--- config.mk ---
export PLATFORM = sky130hd
export DESIGN_NAME = txbuf_top
export DESIGN_NICKNAME = d
export VERILOG_FILES = /design/src/rtl/txbuf_pkg.sv /design/src/rtl/txbuf_ctrl.sv /design/src/rtl/txbuf_data.sv /design/src/rtl/txbuf_top.sv
export SDC_FILE = /design/constraint.sdc
export NUM_CORES = 1
export LEC_CHECK = 0
export CAP_MARGIN = 30
export CORE_ASPECT_RATIO = 0.9
export CORE_MARGIN = 8
export CORE_UTILIZATION = 59
export DETAILED_ROUTE_END_ITERATION = 8
export PLACE_DENSITY = 0.86
export SYNTH_ARGS = -nofsm -noshare
export SYNTH_HDL_FRONTEND = slang
export SYNTH_SLANG_ARGS = --single-unit
--- constraint.sdc ---
create_clock -name clk -period 10.3 [get_ports clk]
set_input_delay 2.06 -clock clk [delete_from_list [all_inputs] [get_ports clk]]
set_output_delay 2.06 -clock clk [all_outputs]
set_load 0.02 [all_outputs]
--- src/rtl/txbuf_pkg.sv ---
package txbuf_pkg;

  typedef enum logic [2:0] {
    OP_BEGIN  = 3'd0,
    OP_COMMIT = 3'd1,
    OP_ABORT  = 3'd2,
    OP_LOAD   = 3'd3,
    OP_STORE  = 3'd4
  } op_e;

  typedef enum logic [2:0] {
    CAUSE_NONE  = 3'd0,
    CAUSE_CMD   = 3'd1,
    CAUSE_SNPRD = 3'd2,
    CAUSE_SNPWR = 3'd3,
    CAUSE_CAP   = 3'd4
  } cause_e;

  // strobes from control to datapath
  typedef struct packed {
    logic alloc;      // install tag and line at opIdx
    logic writeLine;  // store merged word into line
    logic setR;       // set read mark
    logic setW;       // set write mark
    logic rdLoad;     // return load word
    logic wbVictim;   // write resident dirty victim to memory
    logic wbHit;      // write resident dirty line before speculation
    logic storeThru;  // non-transactional write-through
    logic commit;     // marks to plain state
    logic abort;      // drop written lines, clear marks
    logic snpInval;   // snooped write drops local copy
  } strobe_t;

endpackage

--- src/rtl/txbuf_ctrl.sv ---
module txbuf_ctrl
  import txbuf_pkg::*;
(
  input  logic       clk,
  input  logic       rstN,
  input  logic       opValid,
  input  logic [2:0] opCode,
  input  logic       snpValid,
  input  logic       snpWrite,
  input  logic       coreHit,
  input  logic       hitDirty,
  input  logic       victimTracked,
  input  logic       victimDirty,
  input  logic       snpMatch,
  input  logic       snpRd,
  input  logic       snpWr,
  output strobe_t    strb,
  output logic       txActive,
  output logic       abortValid,
  output logic [2:0] abortCause
);

  logic inTx;
  logic isBegin, isCommit, isAbort, isLoad, isStore, memAcc;
  logic conflict, capAbort, cmdAbort, commitNow, accessGo, abortNow;
  cause_e causeNow;

  always_comb begin
    isBegin  = opValid && (opCode == OP_BEGIN);
    isCommit = opValid && (opCode == OP_COMMIT);
    isAbort  = opValid && (opCode == OP_ABORT);
    isLoad   = opValid && (opCode == OP_LOAD);
    isStore  = opValid && (opCode == OP_STORE);
    memAcc   = isLoad || isStore;

    // snooped read vs write mark, snooped write vs either mark
    conflict  = inTx && snpValid && ((!snpWrite && snpWr) || (snpWrite && (snpRd || snpWr)));
    capAbort  = inTx && memAcc && !coreHit && victimTracked && !conflict;
    cmdAbort  = inTx && isAbort && !conflict;
    commitNow = inTx && isCommit && !conflict;
    accessGo  = memAcc && !conflict && !capAbort;
    abortNow  = conflict || capAbort || cmdAbort;

    if (conflict)      causeNow = snpWrite ? CAUSE_SNPWR : CAUSE_SNPRD;
    else if (capAbort) causeNow = CAUSE_CAP;
    else if (cmdAbort) causeNow = CAUSE_CMD;
    else               causeNow = CAUSE_NONE;

    strb.abort     = abortNow;
    strb.commit    = commitNow;
    strb.rdLoad    = accessGo && isLoad;
    strb.alloc     = accessGo && !coreHit && (isLoad || inTx);
    strb.wbVictim  = accessGo && !coreHit && (isLoad || inTx) && victimDirty;
    strb.writeLine = accessGo && isStore && (inTx || coreHit);
    strb.setR      = accessGo && isLoad && inTx;
    strb.setW      = accessGo && isStore && inTx;
    strb.wbHit     = accessGo && isStore && inTx && hitDirty;
    strb.storeThru = accessGo && isStore && !inTx;
    strb.snpInval  = snpValid && snpWrite && snpMatch;
  end

  always_ff @(posedge clk) begin
    if (!rstN) begin
      inTx       <= 1'b0;
      abortValid <= 1'b0;
      abortCause <= CAUSE_NONE;
    end else begin
      if (abortNow || commitNow) inTx <= 1'b0;
      else if (isBegin)          inTx <= 1'b1;
      abortValid <= abortNow;
      abortCause <= causeNow;
    end
  end

  assign txActive = inTx;

  // an abort pulse always coincides with a closed transaction
  assert_abort_closes_R9: assert property (@(posedge clk) disable iff (!rstN)
    abortValid |-> !txActive);

  // a reported abort carries a real cause
  assert_cause_known_R10: assert property (@(posedge clk) disable iff (!rstN)
    abortValid |-> (abortCause != CAUSE_NONE && abortCause <= CAUSE_CAP));

  // no cause without a pulse
  assert_cause_quiet_R1: assert property (@(posedge clk) disable iff (!rstN)
    !abortValid |-> (abortCause == CAUSE_NONE));

endmodule

--- src/rtl/txbuf_data.sv ---
module txbuf_data
  import txbuf_pkg::*;
#(
  parameter int ADDR_W = 8,
  parameter int IDX_W  = 2,
  parameter int OFF_W  = 1,
  parameter int DATA_W = 16,
  localparam int LINES  = 1 << IDX_W,
  localparam int WORDS  = 1 << OFF_W,
  localparam int LINE_W = DATA_W * WORDS,
  localparam int TAG_W  = ADDR_W - IDX_W - OFF_W,
  localparam int LA_W   = ADDR_W - OFF_W
)(
  input  logic              clk,
  input  logic              rstN,
  input  logic [ADDR_W-1:0] opAddr,
  input  logic [DATA_W-1:0] opData,
  input  logic [LINE_W-1:0] fillLine,
  input  logic              snpValid,
  input  logic [ADDR_W-1:0] snpAddr,
  input  strobe_t           strb,
  input  logic              txActive,
  output logic              coreHit,
  output logic              hitDirty,
  output logic              victimTracked,
  output logic              victimDirty,
  output logic              snpMatch,
  output logic              snpRd,
  output logic              snpWr,
  output logic              snpHit,
  output logic [LINE_W-1:0] snpData,
  output logic              rdValid,
  output logic [DATA_W-1:0] rdData,
  output logic              memWrValid,
  output logic [LA_W-1:0]   memWrAddr,
  output logic [LINE_W-1:0] memWrData
);

  logic [LINES-1:0]  vld, rBit, wBit, dirty;
  logic [TAG_W-1:0]  tagMem  [LINES];
  logic [LINE_W-1:0] dataMem [LINES];

  logic [IDX_W-1:0]  opIdx, sIdx;
  logic [TAG_W-1:0]  opTag, sTag;
  logic [OFF_W-1:0]  opWord;
  logic [LINE_W-1:0] baseLine, newLine;
  logic              resident;

  always_comb begin
    opIdx  = opAddr[OFF_W +: IDX_W];
    opTag  = opAddr[ADDR_W-1 -: TAG_W];
    opWord = opAddr[OFF_W-1:0];
    sIdx   = snpAddr[OFF_W +: IDX_W];
    sTag   = snpAddr[ADDR_W-1 -: TAG_W];

    coreHit       = vld[opIdx] && (tagMem[opIdx] == opTag);
    resident      = vld[opIdx] && !coreHit;
    hitDirty      = coreHit && dirty[opIdx];
    victimTracked = resident && (rBit[opIdx] || wBit[opIdx]);
    victimDirty   = resident && dirty[opIdx];

    snpMatch = snpValid && vld[sIdx] && (tagMem[sIdx] == sTag);
    snpRd    = snpMatch && rBit[sIdx];
    snpWr    = snpMatch && wBit[sIdx];
    snpHit   = snpMatch && !wBit[sIdx];
    snpData  = dataMem[sIdx];

    baseLine = coreHit ? dataMem[opIdx] : fillLine;
    newLine  = baseLine;
    newLine[int'(opWord)*DATA_W +: DATA_W] = opData;
  end

  // state bits with reset
  always_ff @(posedge clk) begin
    if (!rstN) begin
      vld        <= '0;
      rBit       <= '0;
      wBit       <= '0;
      dirty      <= '0;
      rdValid    <= 1'b0;
      rdData     <= '0;
      memWrValid <= 1'b0;
      memWrAddr  <= '0;
      memWrData  <= '0;
    end else begin
      rdValid    <= strb.rdLoad;
      rdData     <= baseLine[int'(opWord)*DATA_W +: DATA_W];
      memWrValid <= strb.wbVictim || strb.wbHit || strb.storeThru;
      memWrAddr  <= strb.storeThru ? opAddr[ADDR_W-1:OFF_W] : {tagMem[opIdx], opIdx};
      memWrData  <= strb.storeThru ? newLine : dataMem[opIdx];

      if (strb.commit) begin
        dirty <= dirty | wBit;
        rBit  <= '0;
        wBit  <= '0;
      end
      if (strb.abort) begin
        vld  <= vld & ~wBit;
        rBit <= '0;
        wBit <= '0;
      end
      if (strb.snpInval) vld[sIdx] <= 1'b0;
      if (strb.alloc) begin
        vld[opIdx]   <= 1'b1;
        dirty[opIdx] <= 1'b0;
        rBit[opIdx]  <= 1'b0;
        wBit[opIdx]  <= 1'b0;
      end
      if (strb.setR) rBit[opIdx] <= 1'b1;
      if (strb.setW) wBit[opIdx] <= 1'b1;
      if (strb.wbHit || strb.storeThru) dirty[opIdx] <= 1'b0;
    end
  end

  // tag and data storage, no reset
  always_ff @(posedge clk) begin
    if (strb.alloc) tagMem[opIdx] <= opTag;
    if (strb.alloc || strb.writeLine)
      dataMem[opIdx] <= strb.writeLine ? newLine : fillLine;
  end

  // marks only live on resident lines
  assert_marks_resident_R3: assert property (@(posedge clk) disable iff (!rstN)
    ((rBit | wBit) & ~vld) == '0);

  // no marks survive outside a transaction
  assert_marks_cleared_R8: assert property (@(posedge clk) disable iff (!rstN)
    !txActive |-> (rBit == '0 && wBit == '0));

  // a speculative line never hides a dirty pre-transaction value
  assert_spec_not_dirty_R12: assert property (@(posedge clk) disable iff (!rstN)
    (wBit & dirty) == '0);

  // at most one memory write source per cycle
  assert_one_memwr_R11: assert property (@(posedge clk) disable iff (!rstN)
    $onehot0({strb.wbVictim, strb.wbHit, strb.storeThru}));

  // an aborting cycle never writes line data
  assert_abort_no_write_R13: assert property (@(posedge clk) disable iff (!rstN)
    strb.abort |-> !(strb.writeLine || strb.alloc));

endmodule

--- src/rtl/txbuf_top.sv ---
module txbuf_top
  import txbuf_pkg::*;
#(
  parameter int ADDR_W = 8,
  parameter int IDX_W  = 2,
  parameter int OFF_W  = 1,
  parameter int DATA_W = 16,
  localparam int LINE_W = DATA_W * (1 << OFF_W),
  localparam int LA_W   = ADDR_W - OFF_W
)(
  input  logic              clk,
  input  logic              rstN,
  input  logic              opValid,
  input  logic [2:0]        opCode,
  input  logic [ADDR_W-1:0] opAddr,
  input  logic [DATA_W-1:0] opData,
  input  logic [LINE_W-1:0] fillLine,
  output logic              rdValid,
  output logic [DATA_W-1:0] rdData,
  input  logic              snpValid,
  input  logic              snpWrite,
  input  logic [ADDR_W-1:0] snpAddr,
  output logic              snpHit,
  output logic [LINE_W-1:0] snpData,
  output logic              memWrValid,
  output logic [LA_W-1:0]   memWrAddr,
  output logic [LINE_W-1:0] memWrData,
  output logic              txActive,
  output logic              abortValid,
  output logic [2:0]        abortCause
);

  strobe_t strb;
  logic coreHit, hitDirty, victimTracked, victimDirty;
  logic snpMatch, snpRd, snpWr;

  txbuf_ctrl uCtrl (
    .clk(clk), .rstN(rstN), .opValid(opValid), .opCode(opCode),
    .snpValid(snpValid), .snpWrite(snpWrite),
    .coreHit(coreHit), .hitDirty(hitDirty), .victimTracked(victimTracked),
    .victimDirty(victimDirty), .snpMatch(snpMatch), .snpRd(snpRd), .snpWr(snpWr),
    .strb(strb), .txActive(txActive), .abortValid(abortValid), .abortCause(abortCause)
  );

  txbuf_data #(
    .ADDR_W(ADDR_W), .IDX_W(IDX_W), .OFF_W(OFF_W), .DATA_W(DATA_W)
  ) uData (
    .clk(clk), .rstN(rstN), .opAddr(opAddr), .opData(opData), .fillLine(fillLine),
    .snpValid(snpValid), .snpAddr(snpAddr), .strb(strb), .txActive(txActive),
    .coreHit(coreHit), .hitDirty(hitDirty), .victimTracked(victimTracked),
    .victimDirty(victimDirty), .snpMatch(snpMatch), .snpRd(snpRd), .snpWr(snpWr),
    .snpHit(snpHit), .snpData(snpData), .rdValid(rdValid), .rdData(rdData),
    .memWrValid(memWrValid), .memWrAddr(memWrAddr), .memWrData(memWrData)
  );

endmodule

==> results.md <==
* Layout area overhead at 23.7%
* Register Area at 0.00601 mm^2
* CTS Sinks at 226
* Antenna violations before repair at 4
* Syn Nets at 900
* Die H at 146 um
* Post-CTS Hold Buffers at 0
* Pre-antenna DRT Iters at 8
* Max_slew headroom at 33.4%
* Largest net degree at the start of global routing at 52
* RSZ-0062 raised after global routing: no
* Total Routing Usage GR at 27.1%
* Clk_lat worst skew at 0.53 ns
* Critical path class: input pin to primary output
* DPL Wire Length at 21.1 mm
* Routed len/inst at 26.9 um
* DRT Wirelength at 33.0 mm
* Clk_skew at 0.0222 ns
* Initial Util at 60.2%
* First-pass GRT wire length at 50.2 mm
* Routed vias at 8729
* Setup crit end kind: primary output
* CP max FO at 49
* Final-report setup violation count at 0
* Post_cts resized at 0
* PD cells at 158 mW/mm^2
* Max_cap viols at 0
* Slowest cell delay on critical path at 0.63 ns
* Final hold violations at 0
* CTS tree: done
* Clk pin slew, worst setup/hold paths at 0.06 ns
* Core area at 0.0184 mm^2
* Final Max Slew Viols at 0
* Crit path cell chain: buf_2 > buf_4 > mux2i_1 > xor2_1 > o2111a_1 > a31oi_2 > or3_1 > nor2_1 > clkdlybuf4s50_1
* Setup bufs post-CTS at 0
* Number of synthesized flops with an enable pin at 148
* Gr ovfl total at 0
* Number of global-route vias before repair at 8828
* Asr flop ratio synth at 0%
* Yosys Warn Count at 0
* Worst min-delay path category: register to register
* IO Pins at 167
* Iteration-0 DRC Markers at 1560
* CP arrival at 5.04 ns
* Inserted Clock Buffers at 24
* Final period util at 68.9%
* Most frequent cells in the layout: 159 x clkdlybuf4s50_1, 148 x edfxtp_1, 89 x mux4_2, 78 x dfxtp_1, 55 x nor2_1
* CP startpoint kind: input pin
* Filler cells at 1078
* Final #Nets at 1035
* Share of layout cells above drive strength 1 at 17.7%
* Footprint of the multi-input gates at 0.00460 mm^2
* Status: complete, no violations
* Power Total at 2.17 mW
* Lkg Pwr at 4.59 nW
* GP Congestion at 0.890
* Row count at 47
* Top_reg_cell synth: edfxtp_1
* Cell count after synthesis at 828
* #FFs+latches synth at 226
* DR vias/cell at 7.12
* Max IR drop VDD at 0.148 mV
* Required time worst endpoint at 8.24 ns
* Root buf cell: clkbuf_16
* DIE AREA at 0.0234 mm^2
* # H-tree levels at 1
* Die X-Extent at 160 um
* Cell variety after synth at 57
* Post-Syn Area per Cell at 13.4 um^2
* Worst-Margin Slew at 1.00 ns
* Max Freq at 141 MHz
* Mapped Area at 0.0111 mm^2
* Commonest non-fill, non-tap cell in the layout: clkdlybuf4s50_1
* Slowest-stage cell, CP: clkdlybuf4s50_1
* Clk buf depth at 3
* Setup TNS at 0 ns
* PortBufs at 165
* DRC at 0
* Antenna-violating nets left at 0
* Fin crit period at 7.10 ns
* Post-synthesis sequential area ratio at 54.2%
[routing by layer]
layer  wire length, um  vias to the layer above  GRT usage (%)
met5                27                        -              0
met4              1650                        4           13.1
met3              4270                      162           7.03
met2             15300                      814           42.4
met1             11800                     4156           34.9
li1                  -                     3593              -
[synthesized netlist by cell type (4+ instances only)]
cell type | number | area, um^2
buf_1 | 8 | 30.0
o21ai_0 | 19 | 95.1
buf_6 | 7 | 78.8
mux2i_1 | 9 | 90.1
nor2_1 | 62 | 233
nand3_1 | 8 | 40.0
clkbuf_1 | 35 | 131
a2111oi_0 | 4 | 35.0
edfxtp_1 | 148 | 4440
or3_1 | 4 | 25.0
o22ai_1 | 35 | 219
o221ai_1 | 23 | 201
a211oi_2 | 4 | 50.1
o211ai_1 | 7 | 52.6
mux4_2 | 89 | 2000
buf_2 | 18 | 90.1
xor2_1 | 5 | 43.8
dfxtp_1 | 78 | 1560
nand2b_1 | 6 | 37.5
nor2b_1 | 5 | 31.3
nand2_1 | 21 | 78.8
a21o_1 | 5 | 37.5
nor4_1 | 30 | 188
xnor2_1 | 10 | 87.6
a211oi_1 | 35 | 263
inv_1 | 35 | 131
and2_1 | 17 | 106
nor3_1 | 17 | 85.1
a21oi_1 | 45 | 225
or2_2 | 4 | 25.0
[metrics by stage]
stage	cells	hold slack, ns	worst slack, ns	utilization [%]	cell area [um^2]
6_report	1226	0.504	3.20	74.5	13700
3_3_place_gp	1176	0.492	3.24	69.2	12700
2_1_floorplan	828	0.473	4.33	-	11100
3_5_place_dp	1179	0.492	3.22	69.6	12800
5_1_grt	1226	0.524	3.07	74.5	13700
4_1_cts	1222	0.501	3.20	74.2	13700
[layout make-up]
type                       count  share of cell area, %
tap                          245                   2.24
timing repair buffer         181                   13.3
inverter                      37                   1.01
antenna                        1                 0.0183
sequential                   226                   43.8
clock inverter                13                   1.15
clock buffer                  30                   4.99
multi-input combinational    493                   33.5
[state kept, by name, summed over array words and instances (netlist names)]
name,flops
uData.dataMem,128
uData.vld,4
uData.memWrValid,1
uCtrl.abortValid,1
uData.dirty,4
uData.memWrData,32
uCtrl.abortCause,3
uData.rdValid,1
uData.tagMem,20
uData.wBit,4
uCtrl.txActive,1
uData.rBit,4
uData.rdData,16
uData.memWrAddr,7
[power by group]
group	total (mW)	switching, mW	internal (mW)
Combinational	0.264	0.145	0.119
Clock	0.912	0.364	0.548
Sequential	0.992	0.00725	0.984
Total	2.17	0.516	1.65
[critical path, delay by kind of cell]
kind / cells / cell delay (ns)
muxes: 1 / 0.31
AOI/OAI and AO/OA: 2 / 0.51
buffers and inverters: 3 / 1.27
and+or+nand+nor: 2 / 0.68
xor gates and xnor gates: 1 / 0.17
[final timing paths]
path	startpoint	end	slack, ns	cells after the start
setup / recovery	snpAddr[2]	snpHit	3.20	9
hold / removal	uData.rBit[2]$_SDFF_PN0_	uData.rBit[2]$_SDFF_PN0_	0.50	2
setup reg to reg	uData.tagMem[2][3]$_DFFE_PP_	uData.dataMem[3][6]$_DFFE_PP_	6.51	7
hold reg to reg	uData.rBit[2]$_SDFF_PN0_	uData.rBit[2]$_SDFF_PN0_	0.50	2
[cell families after synthesis]
kind of cell              after synthesis  synth area share [%]
xor gates and xnor gates               15                  1.19
AOI/OAI and AO/OA                     198                  12.8
muxes                                  98                  18.9
and+or+nand+nor                       182                  8.24
DFF                                   226                  54.2
buffers and inverters                 109                  4.69
Power figures use the tool's default switching activity.
